$ cat config.mk
export PLATFORM = sky130hd
export DESIGN_NAME = stat_alert_top
export DESIGN_NICKNAME = d
export VERILOG_FILES = /design/src/rtl/stat_alert_pkg.sv /design/src/rtl/stat_slot.sv /design/src/rtl/alert_fsm.sv /design/src/rtl/stat_alert_top.sv
export SDC_FILE = /design/constraint.sdc
export NUM_CORES = 1
export LEC_CHECK = 0
export CAP_MARGIN = 20
export CORE_MARGIN = 2
export CORE_UTILIZATION = 44
export DETAILED_ROUTE_END_ITERATION = 10
export DONT_BUFFER_PORTS = 1
export GPL_TIMING_DRIVEN = 0
export PLACE_DENSITY = 0.69
export SLEW_MARGIN = 40
export SYNTH_ARGS = -nofsm -noshare
export SYNTH_HDL_FRONTEND = slang
export SYNTH_SLANG_ARGS = --single-unit
export TNS_END_PERCENT = 100
$ cat constraint.sdc
create_clock -name clk -period 2.7 [get_ports clk]
set_input_delay 0.54 -clock clk [delete_from_list [all_inputs] [get_ports clk]]
set_output_delay 0.54 -clock clk [all_outputs]
set_load 0.01 [all_outputs]
$ cat src/rtl/stat_alert_pkg.sv
package stat_alert_pkg;
    // Alert line states: QUIET releases the pin, ALERT pulls it low.
    typedef enum logic [0:0] {
        ST_QUIET = 1'b0,
        ST_ALERT = 1'b1
    } alert_st_e;
endpackage

$ cat src/rtl/stat_slot.sv
module stat_slot #(
    parameter int DATA_W = 8
) (
    input  logic              clk,
    input  logic              rst_n,
    input  logic              upd_en,
    input  logic [DATA_W-1:0] upd_val,
    input  logic              rd_hit,
    output logic [DATA_W-1:0] value_q,
    output logic              pend_q
);
    logic changed;

    assign changed = upd_en && (upd_val != value_q);

    always_ff @(posedge clk or negedge rst_n) begin
        if (!rst_n) begin
            value_q <= '0;
            pend_q  <= 1'b0;
        end else begin
            if (upd_en) begin
                value_q <= upd_val;
            end
            // A fresh change outranks a read in the same cycle.
            if (changed) begin
                pend_q <= 1'b1;
            end else if (rd_hit) begin
                pend_q <= 1'b0;
            end
        end
    end


    change_wins_chk: assert property (@(posedge clk) disable iff (!rst_n)
        (upd_en && (upd_val != value_q) && rd_hit) |=> pend_q);


    same_val_chk: assert property (@(posedge clk) disable iff (!rst_n)
        (upd_en && (upd_val == value_q) && !rd_hit) |=> $stable(pend_q));


    read_clear_chk: assert property (@(posedge clk) disable iff (!rst_n)
        (rd_hit && !(upd_en && (upd_val != value_q))) |=> !pend_q);


    value_load_chk: assert property (@(posedge clk) disable iff (!rst_n)
        upd_en |=> (value_q == $past(upd_val)));
endmodule

$ cat src/rtl/alert_fsm.sv
module alert_fsm
    import stat_alert_pkg::*;
(
    input  logic clk,
    input  logic rst_n,
    input  logic any_pend,
    output logic alert_pull_low
);
    alert_st_e state_q, state_d;

    always_ff @(posedge clk or negedge rst_n) begin
        if (!rst_n) begin
            state_q <= ST_QUIET;
        end else begin
            state_q <= state_d;
        end
    end

    always_comb begin
        state_d = state_q;
        unique case (state_q)
            ST_QUIET: if (any_pend)  state_d = ST_ALERT;   // RAISE
            ST_ALERT: if (!any_pend) state_d = ST_QUIET;   // RELEASE
            default:  state_d = ST_QUIET;
        endcase
    end

    always_comb begin
        alert_pull_low = (state_q == ST_ALERT);
    end


    raise_chk: assert property (@(posedge clk) disable iff (!rst_n)
        any_pend |=> alert_pull_low);


    release_chk: assert property (@(posedge clk) disable iff (!rst_n)
        !any_pend |=> !alert_pull_low);
endmodule

$ cat src/rtl/stat_alert_top.sv
module stat_alert_top #(
    parameter int NUM_STAT  = 5,
    parameter int BASE_ADDR = 2,
    parameter int DATA_W    = 8,
    parameter int ADDR_W    = 8
) (
    input  logic                       clk,
    input  logic                       rst_n,
    input  logic [NUM_STAT-1:0]        upd_en,
    input  logic [NUM_STAT*DATA_W-1:0] upd_data,
    input  logic                       rd_valid,
    input  logic [ADDR_W-1:0]          rd_addr,
    output logic [NUM_STAT*DATA_W-1:0] stat_value,
    output logic [NUM_STAT-1:0]        pend_q,
    output logic                       alert_pull_low
);
    logic [NUM_STAT-1:0] rd_hit;

    for (genvar g = 0; g < NUM_STAT; g++) begin : g_slot
        localparam logic [ADDR_W-1:0] SLOT_ADDR = ADDR_W'(BASE_ADDR + g);

        assign rd_hit[g] = rd_valid && (rd_addr == SLOT_ADDR);

        stat_slot #(.DATA_W(DATA_W)) u_slot (
            .clk     (clk),
            .rst_n   (rst_n),
            .upd_en  (upd_en[g]),
            .upd_val (upd_data[g*DATA_W +: DATA_W]),
            .rd_hit  (rd_hit[g]),
            .value_q (stat_value[g*DATA_W +: DATA_W]),
            .pend_q  (pend_q[g])
        );
    end

    alert_fsm u_fsm (
        .clk            (clk),
        .rst_n          (rst_n),
        .any_pend       (|pend_q),
        .alert_pull_low (alert_pull_low)
    );


    idle_read_chk: assert property (@(posedge clk) disable iff (!rst_n)
        (!rd_valid && (upd_en == '0)) |=> $stable(pend_q));
endmodule

==> Yosys cells after proc, flatten, opt, wreduce, memory -nomap -nowiden <==
Cells that the tools add are included.
{ "totals": {"output_inout_bits": 46, "reg_bits": 46, "word_cells": 48, "inputBits": 56} }
{ "classes": {"n_reduce_logical": 16, "eq_ne": 10, "n_mux": 11} }
{ "op_table": {"columns": ["op", "count"], "rows": [
  ["8-bit inequality test", 5],
  ["8-bit by 3-bit equality test with 1-bit output (second input constant)", 3],
  ["8-bit by 2-bit equality test with 1-bit output (second input constant)", 2],
  ["1-bit two-way mux", 11],
  ["1-bit logical AND", 10],
  ["2-bit nonzero test", 5],
  ["5-bit OR reduction", 1]
]} }

==> Longest topological paths before layout <==
{ "depth": {"ltp_word": 4, "ltp_mapped": 4, "mapped_depth_nobuf": 4} }

==> Hierarchy <==
From an unflattened synthesis, not the netlist that was laid out.
{ "hier_totals": {"hier_cells": 169, "hier_area_um2": 2298.5} }
{ "by_module_without_submodules": {"columns": ["module", "cells_each", "area_per_inst_um2", "n_inst", "seq_area_each_um2"], "rows": [
  ["stat_slot", 31, 437.9, 5, 225.2],
  ["stat_alert_top", 13, 83.8, 1, 0.0],
  ["alert_fsm", 1, 25.0, 1, 25.0]
]} }

==> Least setup slack after synthesis <==
No wires, ideal clock.
{ "synth_timing": {"kind": "input to register", "start": "input port rd_addr[3]", "end": "register g_slot[0].u_slot.pend_q", "cell_stages": 4, "t_required_ns": 2.577, "arrival_ns": 1.121, "setup_ns": 0.123, "path_buffers": 0, "slack_ns": 1.456, "cell_sequence": "nor4_4 nand3b_1 o21ai_1 nand2_1"} }
{ "synth_via": {"elab_chain_len": 3} }
{ "synth_rtl": {"columns": ["element", "line_no", "source"], "rows": [
  ["start, declared", "stat_alert_top.sv:12", "input logic [ADDR_W-1:0] rd_addr,"],
  ["8-bit by 2-bit equality test with 1-bit output", "stat_alert_top.sv:22", "assign rd_hit[g] = rd_valid && (rd_addr == SLOT_ADDR);"],
  ["1-bit logical AND", "stat_alert_top.sv:22", null],
  ["2-bit nonzero test (no line)", null, null],
  ["end signal, assigned", "stat_slot.sv:19", "pend_q <= 1'b0;"],
  ["end signal, assigned", "stat_slot.sv:26", "pend_q <= 1'b1;"],
  ["end signal, assigned", "stat_slot.sv:28", "pend_q <= 1'b0;"],
  ["end, declared", "stat_slot.sv:10", "output logic pend_q"]
]} }
No other way between the ends.
A chain may end at the register's enable or synchronous reset.

==> Worst setup path after layout <==
{ "layout_timing": {"start": "register g_slot[2].u_slot.pend_q", "end": "output port pend_q[2]"} }
{ "layout_lines": {"columns": ["element", "line_no", "source"], "rows": [
  ["start, declared", "stat_slot.sv:10", null],
  ["start signal, assigned", "stat_slot.sv:19", null],
  ["start signal, assigned", "stat_slot.sv:26", null],
  ["start signal, assigned", "stat_slot.sv:28", null],
  ["end, declared", "stat_alert_top.sv:14", "output logic [NUM_STAT-1:0] pend_q,"]
]} }
No word-level cell between the ends.

==> impl_metrics.tcl <==
set metrics [dict create \
    dominant_combinational_cell_family_by_area_after_synthesis "multiplexers" \
    p_leak_uw 0.0008933 \
    post_layout_nonfiller_instances 247 \
    synth_area_um2 2215 \
    cts.sink_count 46 \
    delay_of_the_slowest_cell_on_the_worst_path_ps 410 \
    slowest_stage "sky130_fd_sc_hd__dfrtp_1" \
    slew_violations 0 \
    ys_seq_elements 46 \
    netlist.top_cell.by_area "sky130_fd_sc_hd__dfrtp_1" \
    route.final.wire_length_mm 4.383 \
    wire_length_of_the_first_global_routing_pass_mm 6.375 \
    dpl_worst_slack_ps 1334 \
    antenna_found_initial 0 \
    power-per-cell-area_nw_per_um2 601.2 \
    synth_largest_type_area_fraction 0.5198 \
    fraction_of_the_mapped_netlist_area_in_adder_cells 0 \
    synth.most_common_cell "sky130_fd_sc_hd__dfrtp_1" \
    slew_headroom 0.8415 \
    leading_post_synthesis_cells_by_instance_count "46 x sky130_fd_sc_hd__dfrtp_1, 40 x sky130_fd_sc_hd__mux2_2, 40 x sky130_fd_sc_hd__xnor2_1, 10 x sky130_fd_sc_hd__nand4_1" \
    routed_wire_per_std_cell_um 17.74 \
    critPathTopFamily "flip-flops" \
    cts.htree.levels 2 \
    clock_latency_ps 280 \
    critPathLaunchType "flip-flop" \
    dieWidth_um 74.95 \
    path_buf_inv 1 \
    dp.final_hpwl_mm 3.416 \
    first_global_vias 1375 \
    post_cts_buffers 0 \
    drt-initial-drc-count 56 \
    finalCriticalPeriod_ps 1384 \
    criticalPathCategory "flip-flop to output port" \
    routed_via_density 5.279 \
    grt_start_max_net_pins 47 \
    vdd.ir_drop.worst_mv 0.3439 \
    post-place-cells 238 \
    cts-root-to-sink-buffers 2 \
    worst_r2r_path_cells 4 \
    clk_root_buffer_cell "sky130_fd_sc_hd__clkbuf_8" \
    rsz0062_at_grt "no" \
    count_of_cell_types_in_the_netlist 16 \
    gp_routability_congestion 0.7320 \
    floorplan.initialDensity 0.4627 \
    critical_path.cell_chain "buf_4" \
    power_uw 1453 \
    timing.setup.tns_ps 0 \
    synthMuxAreaShare 0.2034 \
    antenna_violating_nets_post_route 0 \
    fp.dieH_um 74.95 \
    cp_data_required_time_ps 2160 \
    fin_crit_sh 0.5126 \
    hold_violations 0 \
    numCtsBuffers 5 \
    io_buffer_count 0 \
    diodes 0 \
    postSynth.asyncResetShare 1.000 \
    final.setup_skew_ps 3.060 \
    via_count 1304 \
    final_net_count 235 \
    cp_num_cells 1 \
    syn-instance-count 171 \
    number_of_flops_mapped_to_enable_cells_by_yosys 0 \
    postSynthNetCount 227 \
    maxCapViolCount 0 \
    clock_transition_at_the_register_clock_pins_on_the_worst_setup_and_hold_paths_after_cts_ps 80 \
    syn_avg_cell_area_um2 12.95 \
    synth_xor_xnor_area_share 0.1582 \
    flow.area_growth_from_synthesis_pct 9.153 \
    groute.usage.overall 0.1547 \
    critical_path.endpoint_type "output port" \
    floorplan.io_pins 102 \
    timing.fmax_mhz 722.6 \
    core_region_area_um2 4786 \
    synth_compound_area_frac 0.02260 \
    synth-seq-area-share 0.5198 \
    row_count 25 \
    setup-violations-final 0 \
    timing_worst_slew_pin_value_ps 235.9 \
    ys.warnings.count 0 \
    drive_gt1_frac 0.3278 \
    layout_setup_ws_ps 1316 \
    clock_tree_from_tritoncts "done" \
    critical_path.max_fanout 3 \
    route.detailed.drc 0 \
    post_synth_and_or_nand_nor_area_fraction 0.06780 \
    floorplan_die_area_um2 5617 \
    worst_ep_arrival_time_ps 840 \
    postSynth.topFlopCell "sky130_fd_sc_hd__dfrtp_1" \
    grt_overflow 0 \
    netlist_top_cells_area "sky130_fd_sc_hd__dfrtp_1 52%, sky130_fd_sc_hd__mux2_2 20%, sky130_fd_sc_hd__xnor2_1 16%" \
    post_route_utilization 0.5051 \
    status "complete, no violations" \
    drt_pre_antenna_iters 4 \
    holdCritPathClass "input pin to asynchronous set/reset pin" \
]
[placed cells by master, fill, tap and decap left out, types with 2 or more instances in the layout]
| cell | Yosys | final |
|---|---|---|
| sky130_fd_sc_hd__dfrtp_1 | 46 | 46 |
| sky130_fd_sc_hd__nand2_1 | 7 | 7 |
| sky130_fd_sc_hd__nand4_1 | 10 | 10 |
| sky130_fd_sc_hd__buf_4 | 5 | 5 |
| sky130_fd_sc_hd__mux2_2 | 40 | 40 |
| sky130_fd_sc_hd__o21ai_1 | 3 | 3 |
| sky130_fd_sc_hd__xnor2_1 | 40 | 40 |
| sky130_fd_sc_hd__buf_2 | 5 | 5 |
| sky130_fd_sc_hd__nand2b_1 | 2 | 2 |
| sky130_fd_sc_hd__o21ai_0 | 7 | 7 |
| sky130_fd_sc_hd__clkbuf_8 | 0 | 6 |
[cell type report]
class                           instances  area (um2)
Buffer                                 10       62.56
Clock buffer                            7       86.33
Clock inverter                          1       5.005
Fill cell                             428        2369
Multi-Input combinational cell        115        1001
Sequential cell                        46        1151
Tap cell                               67       83.83
Timing Repair Buffer                    1       27.53
[path summary, 6_finish.rpt]
check,slack (ps),startpoint,endpoint
max in group asynchronous,2400,rst_n,g_slot[1].u_slot.value_q[3]
hold / removal,90,rst_n,u_fsm.alert_pull_low
min in group clk,400,upd_data[1],g_slot[0].u_slot.value_q[1]
setup reg to reg,1500,g_slot[4].u_slot.value_q[1],g_slot[4].u_slot.pend_q
hold reg to reg,510,g_slot[4].u_slot.pend_q,u_fsm.alert_pull_low
setup / recovery,1320,g_slot[2].u_slot.pend_q,pend_q[2]
[power by group]
part           leakage [uW]  switching [uW]  internal [uW]
clock             0.0000482             206            206
combinational      0.000325            71.4            125
sequential         0.000520            96.0            749
[state kept, by name (all words and copies together), names as in the netlist]
name and count:
u_fsm.alert_pull_low 1, g_slot.u_slot.pend_q 5, g_slot.u_slot.value_q 40
[stage by stage]
step / area, um2 / hold slack [ps]
global route: 2417 / 92.04
finish: 2417 / 87.63
floorplan: 2215 / 244.4
CTS: 2417 / 92.44
global placement: 2298 / 245.7
detailed placement: 2298 / 245.6
[timing repair]
action                                  4_1_cts  5_1_grt
hold buffers                                  1        0
endpoints found under the setup margin        0        0
resized for setup                             0        0
endpoints found under the hold margin        46        0
[cells by family (layout without fill, tap and decap cells)]
family	Yosys count	after routing
AO/OA/AOI/OAI	10	10
XOR/XNOR	40	40
AND/OR/NAND/NOR	25	25
buffers and inverters	10	19
multiplexers	40	40
flip-flops	46	46
[layer usage]
metal  vias to the layer above  routed length [um]  GRT usage
met4                         0                  22    0.04167
met3                         2                 402    0.05890
met1                       639                1612     0.1641
met2                        63                2345     0.2856
met5                         -                   0          0
li1                        600                   -          -
No activity file was read; power rests on OpenSTA's default activity.
